===== src/rtl/tmr_decr_pkg.sv =====
package tmr_decr_pkg;
    typedef enum logic {
        DEC_IDLE = 1'b0,
        DEC_RUN  = 1'b1
    } dec_state_e;

    // Control bit positions (decoded by neighbouring logic too)
    localparam int CTL_WDT_EN = 27;
    localparam int CTL_DEC_EN = 26;
    localparam int CTL_FIT_EN = 23;
    localparam int CTL_AUTO   = 22;

    // Status bit positions
    localparam int ST_LO      = 26;
    localparam int ST_N       = 6;
    localparam int ST_FIT     = 26;
    localparam int ST_DEC     = 27;
    localparam int ST_WDT     = 30;
    localparam int ST_WD_LO   = 28;
endpackage


===== src/rtl/tmr_decr_count.sv =====
module tmr_decr_count
    import tmr_decr_pkg::*;
#(
    parameter int CW = 32
) (
    input  logic          clk,
    input  logic          rst_n,
    input  logic          tick,
    input  logic          wr,
    input  logic [CW-1:0] wdata,
    input  logic          auto_en,
    input  logic [CW-1:0] reload,
    output logic [CW-1:0] cnt,
    output logic          expire
);
    localparam logic [CW-1:0] ONE = CW'(1);

    dec_state_e    state, state_n;
    logic [CW-1:0] cnt_n;

    // State register
    always_ff @(posedge clk) begin
        if (!rst_n) begin
            state <= DEC_IDLE;
            cnt   <= '0;
        end else begin
            state <= state_n;
            cnt   <= cnt_n;
        end
    end

    // Next state and outputs
    always_comb begin
        state_n = state;
        cnt_n   = cnt;
        expire  = 1'b0;
        if (wr) begin
            cnt_n   = wdata;
            state_n = (wdata != '0) ? DEC_RUN : DEC_IDLE;
        end else begin
            unique case (state)
                DEC_IDLE: begin
                    state_n = DEC_IDLE;
                end
                DEC_RUN: begin
                    if (tick) begin
                        if (cnt == ONE) begin
                            expire = 1'b1;
                            if (auto_en && reload != '0) begin
                                cnt_n = reload;
                            end else begin
                                cnt_n   = '0;
                                state_n = DEC_IDLE;
                            end
                        end else begin
                            cnt_n = cnt - ONE;
                        end
                    end
                end
                default: state_n = DEC_IDLE;
            endcase
        end
    end

    assert_step_R2: assert property (@(posedge clk) disable iff (!rst_n)
        (state == DEC_RUN && tick && !wr && cnt > ONE) |=> cnt == $past(cnt) - ONE);
    assert_hold_R2: assert property (@(posedge clk) disable iff (!rst_n)
        (!tick && !wr) |=> $stable(cnt));
    assert_idle_zero_R4: assert property (@(posedge clk) disable iff (!rst_n)
        (state == DEC_IDLE && !wr) |=> (cnt == '0 && !expire));
    assert_run_nonzero_R4: assert property (@(posedge clk) disable iff (!rst_n)
        (state == DEC_RUN) |-> cnt != '0);
endmodule


===== src/rtl/tmr_decr_status.sv =====
module tmr_decr_status
    import tmr_decr_pkg::*;
#(
    parameter int RW = 32
) (
    input  logic            clk,
    input  logic            rst_n,
    input  logic            dec_evt,
    input  logic [ST_N-1:0] peer_set,
    input  logic            clr_wr,
    input  logic [RW-1:0]   clr_mask,
    input  logic            resume,
    output logic [RW-1:0]   st
);
    localparam int WD_N = ST_LO + ST_N - ST_WD_LO;

    logic [ST_N-1:0] bits, set_v, clr_v, bits_n;

    always_comb begin
        set_v = peer_set;
        set_v[ST_DEC-ST_LO] = set_v[ST_DEC-ST_LO] | dec_evt;
        clr_v = clr_wr ? clr_mask[ST_LO +: ST_N] : '0;
        if (resume) clr_v[ST_N-1 -: WD_N] = '1;
        bits_n = (bits & ~clr_v) | set_v;
    end

    always_ff @(posedge clk) begin
        if (!rst_n) bits <= '0;
        else        bits <= bits_n;
    end

    generate
        for (genvar g = 0; g < RW; g++) begin : g_map
            if (g >= ST_LO && g < ST_LO + ST_N) begin : g_impl
                assign st[g] = bits[g-ST_LO];
            end else begin : g_zero
                assign st[g] = 1'b0;
            end
        end
    endgenerate

    assert_set_wins_R8: assert property (@(posedge clk) disable iff (!rst_n)
        dec_evt |=> st[ST_DEC]);
    assert_peer_R11: assert property (@(posedge clk) disable iff (!rst_n)
        peer_set[ST_WDT-ST_LO] |=> st[ST_WDT]);
    assert_resume_R9: assert property (@(posedge clk) disable iff (!rst_n)
        (resume && peer_set[ST_N-1 -: WD_N] == '0) |=> st[RW-1:ST_WD_LO] == '0);
    assert_w1c_R7: assert property (@(posedge clk) disable iff (!rst_n)
        (clr_wr && clr_mask[ST_FIT] && !peer_set[0]) |=> !st[ST_FIT]);
endmodule


===== src/rtl/tmr_decr_irq.sv =====
module tmr_decr_irq
    import tmr_decr_pkg::*;
#(
    parameter int RW = 32
) (
    input  logic [RW-1:0] st,
    input  logic [RW-1:0] ctl,
    output logic          dec_irq,
    output logic          wdt_irq,
    output logic          fit_irq
);
    always_comb begin
        dec_irq = st[ST_DEC] & ctl[CTL_DEC_EN];
        wdt_irq = st[ST_WDT] & ctl[CTL_WDT_EN];
        fit_irq = st[ST_FIT] & ctl[CTL_FIT_EN];
    end
endmodule


===== src/rtl/tmr_decr_top.sv =====
module tmr_decr_top
    import tmr_decr_pkg::*;
#(
    parameter int CW = 32,
    parameter int RW = 32
) (
    input  logic          clk,
    input  logic          rst_n,
    input  logic          tick,
    input  logic          cnt_wr,
    input  logic [CW-1:0] cnt_wdata,
    input  logic          rld_wr,
    input  logic [CW-1:0] rld_wdata,
    input  logic          ctl_wr,
    input  logic [RW-1:0] ctl_wdata,
    input  logic          st_clr_wr,
    input  logic [RW-1:0] st_clr_mask,
    input  logic [5:0]    peer_set,
    input  logic          resume,
    output logic [CW-1:0] cnt_q,
    output logic [RW-1:0] ctl_q,
    output logic [RW-1:0] st_q,
    output logic          dec_irq,
    output logic          wdt_irq,
    output logic          fit_irq
);
    logic [CW-1:0] rld_q;
    logic          expire;

    always_ff @(posedge clk) begin
        if (!rst_n) begin
            ctl_q <= '0;
            rld_q <= '0;
        end else begin
            if (ctl_wr) ctl_q <= ctl_wdata;
            if (rld_wr) rld_q <= rld_wdata;
        end
    end

    tmr_decr_count #(.CW(CW)) u_cnt (
        .clk(clk), .rst_n(rst_n), .tick(tick), .wr(cnt_wr), .wdata(cnt_wdata),
        .auto_en(ctl_q[CTL_AUTO]), .reload(rld_q), .cnt(cnt_q), .expire(expire)
    );

    tmr_decr_status #(.RW(RW)) u_st (
        .clk(clk), .rst_n(rst_n), .dec_evt(expire), .peer_set(peer_set),
        .clr_wr(st_clr_wr), .clr_mask(st_clr_mask), .resume(resume), .st(st_q)
    );

    tmr_decr_irq #(.RW(RW)) u_irq (
        .st(st_q), .ctl(ctl_q), .dec_irq(dec_irq), .wdt_irq(wdt_irq), .fit_irq(fit_irq)
    );

    assert_reload_R5: assert property (@(posedge clk) disable iff (!rst_n)
        (expire && ctl_q[CTL_AUTO] && !rld_wr) |=> cnt_q == $past(rld_q));
    assert_expire_R3: assert property (@(posedge clk) disable iff (!rst_n)
        (tick && !cnt_wr && cnt_q == CW'(1)) |=> st_q[ST_DEC]);
endmodule


===== config.mk =====
export PLATFORM = sky130hd
export DESIGN_NAME = tmr_decr_top
export DESIGN_NICKNAME = d
export VERILOG_FILES = /design/src/rtl/tmr_decr_pkg.sv /design/src/rtl/tmr_decr_count.sv /design/src/rtl/tmr_decr_status.sv /design/src/rtl/tmr_decr_irq.sv /design/src/rtl/tmr_decr_top.sv
export SDC_FILE = /design/constraint.sdc
export NUM_CORES = 1
export LEC_CHECK = 0
export ABC_AREA = 1
export BUFFER_PORTS_ARGS = -buffer_cell sky130_fd_sc_hd__buf_4
export CAP_MARGIN = 10
export CELL_PAD_IN_SITES_DETAIL_PLACEMENT = 1
export CELL_PAD_IN_SITES_GLOBAL_PLACEMENT = 1
export CORE_MARGIN = 2
export CORE_UTILIZATION = 35
export DETAILED_ROUTE_END_ITERATION = 12
export PLACE_DENSITY = 0.95
export SLEW_MARGIN = 40
export SYNTH_ARGS = -nofsm -noshare
export SYNTH_HDL_FRONTEND = slang
export SYNTH_SLANG_ARGS = --single-unit
export TNS_END_PERCENT = 20

===== constraint.sdc =====
create_clock -name clk -period 3.15 [get_ports clk]
set_input_delay 0.315 -clock clk [delete_from_list [all_inputs] [get_ports clk]]
set_output_delay 0.315 -clock clk [all_outputs]
set_load 0.02 [all_outputs]

# Word-level counts from Yosys, hierarchy flattened
# Index checks and enable logic that the tools add are counted.
# Widths: inputs -> output; s select.
# totals
regBits,103
# op_classes
bitwise_logic,8
n_eq_ne,1
add_sub_neg,1
reduce_logical,6
muxes,17
# ops
cell,n
$mux 32,5
$reduce_bool 32->1,2
$eq 32x1->1 const B,1
$sub 32x1->32 const B,1
$mux 1,9
$and 6x6->6,1
$mux 6,1
$not 6->6,1
$or 6x6->6,1
$mux 4,1
$reduce_bool 2->1,2
$and 1x1->1,3
$pmux 1 s2,1
$reduce_and 2->1,1
$logic_and 1x1->1,1
$not 1->1,1
$or 1x1->1,1

# Longest topological paths before layout
# Gate-level depths: netlist of the first run.
# depth
depth_word,7
depth_mapped,12
depth_no_buf,12

# By module
# Synthesis of the first run repeated with hierarchy kept, for this count alone.
# unflattened
cells_unflattened,1117
hier_area_um2,6550.0
# by_module_without_submodules
mod,area_per_inst_um2,cells_each,instances,seq_area_each_um2
tmr_decr_count,3409.5,648,1,660.6
tmr_decr_top,2692.6,405,1,1281.2
tmr_decr_status,425.4,58,1,120.1
tmr_decr_irq,22.5,6,1,0.0

# Worst setup path after synthesis of the first run
# Ideal clock, no wire load.
# synth_path
path_kind,register -> register
from,register u_cnt.cnt[0]
to,register u_cnt.cnt[25]
synth_period_minus_slack_ns,1.785
path_buffers,1
path_stages_with_launch,12
arrival_time_ns,1.658
setup_ns,0.128
path_slack_ns,1.365
path_cell_list,dfxtp_1 ha_1 nand2_1 nor2_1 nand3_4 nor2_8 inv_2 buf_6 nand3_2 nand2_1 a21oi_1 nor2_1
# synth_between
elab_chain_len,5
# synth_rtl
item,line,rtl
from (decl),tmr_decr_count.sv:13,"output logic [CW-1:0] cnt,"
from (signal assigned),tmr_decr_count.sv:28,cnt <= cnt_n;
$sub 32x1->32 or $eq 32x1->1 (tied branches),"tmr_decr_count.sv:56, tmr_decr_count.sv:47",
$mux 32 *,tmr_decr_count.sv:47,if (cnt == ONE) begin
$mux 32 *,tmr_decr_count.sv:46,if (tick) begin
$mux 32 *,tmr_decr_count.sv:41,unique case (state)
$mux 32 *,tmr_decr_count.sv:37,if (wr) begin
# Every way passes the cells marked *; elsewhere a longest branch is shown, timed or not. The select of a mux whose other input is x is not followed.
# A chain may end at the register's enable or synchronous reset.

# Worst setup path in the final report of the first run
# layout_path
from,register u_cnt.cnt[20]
to,register u_cnt.cnt[29]
# Same word-level chain as after synthesis.

==> implementation parameters, run 1 <==
Parameter                              Value

Finish
  Antenna diode count ... 0
  Number of inserted filler cells in the final layout ... roughly 2,200
  Net count, final ... about 1,200
  Seq. cell area ... about 2100 sq um
  Layout-stage area growth over the synthesis result ... 29.8%
  Footprint of the multi-input gates ... 3150 sq um
  Fin util ... between 40% and 50%
  Layout cell share with drive strength beyond 1 ... ~22%
  Number of non-filler instances in the completed layout ... about 1,300

Synthesis
  Most frequent cell after synthesis ... nor2_1
  Post-synth top cells ... nor2_1, nand2_1, dfxtp_1, o21ai_0, inv_1
  Distinct cell type count after synthesis ... 30
  Sequential fraction of the synthesis area ... a little over a third
  Synthesized netlist cell count ... about 920
  Share of flip-flops with an asynchronous set or reset ... 0%
  Synth top area cells ... dfxtp_1, nor2_1, nand2_1
  Largest area contributor in the netlist ... dfxtp_1
  Fraction of synthesized cell area taken by the top area cell type ... around 36%
  Average footprint of a synthesized cell ... between 6 and 7 sq um
  FF+latch count, synth ... 103
  Number of enable-type register cells in the synthesized netlist ... 0
  Commonest register cell after synthesis ... dfxtp_1
  Warning count from the yosys run ... 0
  Post-Synthesis Cell Area ... 5800 sq um

Floorplanning
  Effective utilization at floorplan ... between 30% and 40%
  Ports placed on the boundary ... 241
  Number of standard-cell rows in the floorplan ... 47
  Area of the die ... 17,600 sq um
  Placeable core region ... 16,400 sq um
  Die span in x ... 133 um
  Vertical extent of the die ... 133 um

Power
  Ratio of total power to cell area ... roughly 480 nW/um^2
  Worst voltage drop across the vdd grid ... between 200 and 250 uV
  Total power draw ... roughly 3.6 mW
  Leakage power of the design ... around 3.6 nW

Worst setup path
  Startpoint-to-endpoint class of the critical path ... reg2reg
  Nature of the critical path endpoint ... flop
  Cells along the critical path ... nor2_1 -> nand2_1 -> nor2_2 -> nand2_2 -> nor2_8 -> inv_2 -> nand3_1 -> nand2_1 -> a21oi_1 -> nor2_1
  Worst path required time ... 3380 ps
  Worst endpoint data arrival time ... approximately 2500 ps
  Critical-path maximum fanout ... 27
  Critical-path cell with the highest stage delay ... dfxtp_1
  Worst setup SP type ... flop
  Largest stage delay on the critical path ... roughly 370 ps

GRT
  Overall track demand over capacity in global routing ... 23.9%
  First-pass GRT wire length ... between 30,000 and 40,000 um
  Number of antenna violations at the first check in global routing ... 0
  Number of global-route vias before repair ... between 6,000 and 7,000
  Pin count of the biggest net entering global routing ... 66
  Global route overflow ... 0

Placed design
  Pre-CTS setup slack ... 1020 ps
  Dpl hpwl ... 16,100 um
  Placed Cells ... 1,288
  Routability cong. ... 0.883
  Number of port buffers ... about 190

CTS
  Worst-skew pair later-pin latency ... ~350 ps
  Bufs on Longest Clock Path ... 2
  Post_cts resized ... 0
  Level count of the clock H-tree ... 3
  Register clock-pin slew on the reported worst setup and hold paths ... 80 ps
  CTS root buffer ... clkbuf_16
  Number of CTS-inserted buffers ... 9
  Setup fix buffers added after clock tree synthesis ... 0
  Clock sinks ... a little over 100
  Clock tree from TritonCTS ... built
  Hold_buf cts ... 0

Route
  DRC marker count from the first detailed-route iteration ... between 300 and 400
  DRC violation count after routing ... 0
  Number of routed nets with antenna violations ... 0
  Post-DR vias/cell ... 5.03
  Via count ... between 6,000 and 7,000
  Wire length reported by the detailed router ... 21,000 um
  Final routed wire length divided by cell count ... about 16 um
  Number of iterations in the first detailed-routing pass ... 4

Timing
  Final hold violation count ... 0
  Worst Tran Pin Value ... 736 ps
  Number of endpoints failing setup at the final stage ... 0
  Period minus WS final ... between 2000 and 2500 ps
  Post-route fraction of the period consumed by the critical path ... between 70% and 80%
  Rel. slew slack ... approximately half
  RSZ-0062 raised after global routing ... false
  Setup skew after layout ... a little over 7 ps
  Slew Limit Fails ... 0
  Final worst setup slack ... 877 ps
  Total negative slack for setup checks ... 0 ps
  Maximum clock frequency ... around 440 MHz

Flow run
  Max-cap check violation count ... 0

Status
  Run status ... complete, no violations

Worst hold path
  Path class of the lowest-slack min-delay path ... in2reg
==> stage by stage <==
| stage | hold slack (ps) | instance area [sq um] |
|---|---|---|
| 2_1_floorplan | 432 | 5900 |
| 3_3_place_gp | 468 | 7230 |
| 3_5_place_dp | 481 | 7230 |
| 4_1_cts | 156 | 7530 |
| 5_1_grt | 160 | 7530 |
| 6_report | 160 | 7530 |
==> flip-flops by register name (all words and copies together), names as in the netlist <==
name and flops:
ctl_q 32, rld_q 32, u_cnt.cnt 32, u_st.bits 6, u_cnt.state 1
==> worst max-delay path: cells and delay by family (launching register included) <==
| kind | cells | cell delay, ps |
|---|---|---|
| flip-flops | 1 | 370 |
| AND/OR/NAND/NOR | 8 | 1370 |
| buffers and inverters | 1 | 220 |
| AO/OA/AOI/OAI | 1 | 170 |
==> report_power, final <==
part | switching [mW] | internal, mW
Sequential | 0.0960 | 1.40
Combinational | 0.591 | 0.366
Clock | 0.558 | 0.633
==> routing by layer <==
metal / GRT usage (%) / wire [um] / vias to the layer above
met5: 0 / 0 / -
li1: - / - / 3200
met2: 41.8 / 10100 / 208
met1: 26.6 / 8490 / 3102
met3: 8.16 / 1710 / 46
met4: 9.32 / 682 / 0
==> placed cells by master (no fill, tap or decap), types with 2 or more instances in the layout <==
master and count:
nor2_4 5, nor2_1 206, nand4_1 5, o21ai_0 92
ha_1 2, nor2_2 7, clkbuf_16 9, nor4_1 8
nand2_2 6, conb_1 26, xor2_1 7, o21bai_1 5
nand2_1 171, inv_1 72, xnor2_1 2, o21ai_1 3
inv_6 3, a21oi_1 73, nand3_2 2, dfxtp_1 103
nand3b_1 3, nor3_1 11, nand3_1 59, buf_4 194
inv_2 3
==> layout make-up <==
| class | count | area share (%) |
|---|---|---|
| Clock buffer | 10 | 3.04 |
| Clock inverter | 6 | 0.997 |
| Inverter | 75 | 3.74 |
| Multi-Input combinational cell | 696 | 41.9 |
| Sequential cell | 103 | 27.4 |
| Tap cell | 220 | 3.65 |
| Timing Repair Buffer | 194 | 19.3 |
==> worst paths after layout <==
path	from	end	slack [ps]	cells after the start
max	u_cnt.cnt[20]$_SDFFE_PN0P_	u_cnt.cnt[29]$_SDFFE_PN0P_	880	10
min	peer_set[4]	u_st.bits[4]$_SDFF_PN0_	160	3
max reg2reg	u_cnt.cnt[20]$_SDFFE_PN0P_	u_cnt.cnt[29]$_SDFFE_PN0P_	880	10
min reg2reg	u_cnt.state$_SDFF_PN0_	u_cnt.state$_SDFF_PN0_	490	2
==> logic make-up after synthesis <==
logic type / synth area share, %
AND/OR/NAND/NOR: 35.6
AO/OA/AOI/OAI: 15.3
buffers and inverters: 11.7
flip-flops: 35.5
XOR/XNOR: 1.36
adder cells (fa/ha/maj): 0.431
other: 0.0646
No activity file was read; power rests on OpenSTA's default activity.
==> run 2: changes to the inputs <==
--- a/config.mk
+++ b/config.mk
@@ -11,9 +11,9 @@
 export CELL_PAD_IN_SITES_DETAIL_PLACEMENT = 1
 export CELL_PAD_IN_SITES_GLOBAL_PLACEMENT = 1
 export CORE_MARGIN = 2
-export CORE_UTILIZATION = 35
+export CORE_UTILIZATION = 32
 export DETAILED_ROUTE_END_ITERATION = 12
-export PLACE_DENSITY = 0.95
+export PLACE_DENSITY = 0.9
 export SLEW_MARGIN = 40
 export SYNTH_ARGS = -nofsm -noshare
 export SYNTH_HDL_FRONTEND = slang
==> constraint.sdc (replaced) <==
create_clock -name clk -period 2.2 [get_ports clk]
set_input_delay 0.22 -clock clk [delete_from_list [all_inputs] [get_ports clk]]
set_output_delay 0.22 -clock clk [all_outputs]
set_load 0.02 [all_outputs]
==> implementation parameters, run 2 (synthesis gave the netlist of run 1 again) <==
Parameter                              Value

Status
  Run status ... complete, no violations

Worst setup path
  Reg2reg path depth ... 10 (unchanged)
  Cells along the critical path ... nor2_1 -> nand2_1 -> nor2_2 -> nand2_2 -> nor2_8 -> inv_2 -> nand3_1 -> nand2_1 -> a21oi_1 -> nor2_1
  Register-to-register setup slack ... 250 ps (-630 ps)
  Worst setup path start ... u_cnt.cnt[20]$_SDFFE_PN0P_
  Worst setup SP type ... flop
  Worst endpoint data arrival time ... 2200 ps (-310 ps)
  Worst path required time ... 2450 ps (-930 ps)
  Nature of the critical path endpoint ... flop
  Worst reg2reg startpoint ... u_cnt.cnt[20]$_SDFFE_PN0P_
  Largest stage delay on the critical path ... 370 ps (about the same)
  Count of buffer and inverter cells on the critical path ... 1 (unchanged)
  CP top delay family ... simple AND/OR/NAND/NOR gates
  RR Endpoint ... u_cnt.cnt[29]$_SDFFE_PN0P_
  Critical-path maximum fanout ... 14 (-48%)
  Critical-path cell with the highest stage delay ... dfxtp_1
  Startpoint-to-endpoint class of the critical path ... reg2reg

Floorplanning
  Vertical extent of the die ... 139 um (+4.4%)
  Die span in x ... 139 um (+4.4%)
  Area of the die ... 19,200 sq um (+9.1%)
  Effective utilization at floorplan ... 32.4% (-3.0 points)
  Ports placed on the boundary ... 241 (unchanged)
  Placeable core region ... 17,900 sq um (+9.1%)
  Number of standard-cell rows in the floorplan ... 49 (+4.3%)

Placed design
  Post-place instance area ... 7340 sq um (+1.5%)
  Number of port buffers ... 188 (unchanged)
  Dpl hpwl ... 16,300 um (+0.87%)
  Routability cong. ... 0.913 (+3.4%)
  Placed Cells ... 1,307 (+1.5%)

Power
  Leakage power of the design ... 3.66 nW (+1.2%)
  Sw power ... 1.79 mW (+44%)
  Portion of total power attributed to combinational logic ... 27.1% (+0.8 points)
  Ratio of total power to cell area ... 671 nW/um^2 (+39%)
  Fraction of power spent switching nets ... 35.0% (+0.80 points)
  Proportion of power drawn by flip-flops and latches ... 41.7% (+0.7 points)
  Internal power consumption ... 3.32 mW (+39%)
  Clk pwr share ... 31.2% (-1.5 points)
  Worst voltage drop across the vdd grid ... 335 uV (+35%)

GRT
  Overall track demand over capacity in global routing ... 21.4% (-2.5 points)
  Global route overflow ... 0 (unchanged)
  Number of antenna violations at the first check in global routing ... 0 (unchanged)
  First-pass GRT wire length ... 33,600 um (-1.0%)
  Number of global-route vias before repair ... 6,929 (-0.59%)
  Pin count of the biggest net entering global routing ... 38 (-42%)

Finish
  Registers with the highest flip-flop counts ... ctl_q x32, rld_q x32, u_cnt.cnt x32
  Highest-count cells in the layout ignoring fill and taps ... nor2_1, buf_4, nand2_1
  Seq. cell area ... 2060 sq um (unchanged)
  Most common cell after layout, fill and taps aside ... nor2_1
  Number of inserted filler cells in the final layout ... 2,398 (+9.9%)
  Number of non-filler instances in the completed layout ... 1,323 (+1.5%)
  Footprint of the multi-input gates ... 3160 sq um (about the same)
  Final Cell Area ... 7620 sq um (+1.2%)
  Layout-stage area growth over the synthesis result ... 31.4%
  Layout cell share with drive strength beyond 1 ... 22.4% (+0.72 points)
  Net count, final ... 1,233 (+0.82%)
  Antenna diode count ... 0 (unchanged)

Timing
  Setup skew after layout ... 6.72 ps (-0.424 ps)
  Maximum clock frequency ... 512 MHz (+16%)
  Total negative slack for setup checks ... 0 ps (unchanged)
  Period minus WS final ... 1950 ps (-321 ps)
  Slew Limit Fails ... 0 (unchanged)
  Post-route fraction of the period consumed by the critical path ... 88.7% (+17 points)
  Rel. slew slack ... 49.9% (-0.79 points)
  Number of endpoints failing setup at the final stage ... 0 (unchanged)
  Worst Tran Pin Value ... 746 ps (+9.98 ps)
  RSZ-0062 raised after global routing ... false
  Final hold violation count ... 0 (unchanged)

Route
  Via count ... 6,572 (+0.24%)
  DRC violation count after routing ... 0 (unchanged)
  DRC marker count from the first detailed-route iteration ... 303 (-15%)
  Number of routed nets with antenna violations ... 0 (unchanged)
  Wire length reported by the detailed router ... 20,800 um (-1.1%)
  Final routed wire length divided by cell count ... 15.7 um (-2.5%)
  Number of iterations in the first detailed-routing pass ... 4 (unchanged)
  Post-DR vias/cell ... 4.97 (-1.2%)

CTS
  Clock sinks ... 103 (unchanged)
  Bufs on Longest Clock Path ... 2 (unchanged)
  Post_cts resized ... 0 (unchanged)
  CTS root buffer ... clkbuf_16
  Clock tree from TritonCTS ... built
  Hold_buf cts ... 0 (unchanged)
  Setup fix buffers added after clock tree synthesis ... 0 (unchanged)
  Worst-skew pair later-pin latency ... 360 ps (about the same)
  Level count of the clock H-tree ... 3 (unchanged)
  Register clock-pin slew on the reported worst setup and hold paths ... 80 ps (about the same)
  Number of CTS-inserted buffers ... 9 (unchanged)

Flow run
  Max-cap check violation count ... 0 (unchanged)

Worst hold path
  Worst-case hold path end point ... u_st.bits[3]$_SDFF_PN0_
  Path class of the lowest-slack min-delay path ... in2reg
  Worst hold path stage count ... 3 (unchanged)
  Critical hold path startpoint ... peer_set[3]
run 2: how the worst max path moves through the flow:
| stage | endpoint | slack (ps) | cells after the start |
|---|---|---|---|
| 5_1_grt | u_cnt.cnt[20]$_SDFFE_PN0P_ | 40 | 11 |
| 6_report | u_cnt.cnt[29]$_SDFFE_PN0P_ | 250 | 10 |
| 3_3_place_gp | u_cnt.cnt[15]$_SDFFE_PN0P_ | 180 | 11 |
| 2_1_floorplan | u_cnt.cnt[25]$_SDFFE_PN0P_ | 410 | 11 |
| 3_5_place_dp | u_cnt.cnt[18]$_SDFFE_PN0P_ | 130 | 11 |
| 4_1_cts | u_cnt.cnt[18]$_SDFFE_PN0P_ | 110 | 11 |
run 2: power groups by stage:
stage,combinational (mW),sequential (mW),clock [mW]
detailed placement,1.38,2.18,0
global route,1.54,2.16,1.70
floorplan,0.769,2.25,0
CTS,1.39,2.13,1.64
global placement,1.33,2.17,0
finish,1.38,2.13,1.60
run 2: worst min-delay path: stages:
cell	delay, ps
buf_4	80
a21oi_1	30
nor2_1	60
run 2: routing by layer:
metal / GRT usage [%] / up-vias / share of wire, %
li1: - / 3233 / -
met1: 24.4 / 3115 / 41
met2: 37.3 / 190 / 48
met3: 7.22 / 34 / 8.5
met4: 7.50 / 0 / 2.5
met5: 0 / - / 0
run 2: layout make-up:
cell class / instances / share of cell area (%)
Sequential cell: 103 / 27.1
Clock inverter: 7 / 0.706
Tap cell: 229 / 3.76
Clock buffer: 9 / 2.96
Inverter: 75 / 3.69
Timing Repair Buffer: 204 / 20.4
Multi-Input combinational cell: 696 / 41.4
run 2: stage by stage:
step	power (mW)	worst slack [ps]	hold WS, ps	utilization, %
6_report	5.11	249	64.9	42.6
5_1_grt	5.40	44.1	75.3	42.6
4_1_cts	5.16	110	55.8	42.6
3_5_place_dp	3.55	132	437	41.0
3_3_place_gp	3.50	181	423	41.0
2_1_floorplan	3.02	415	337	-
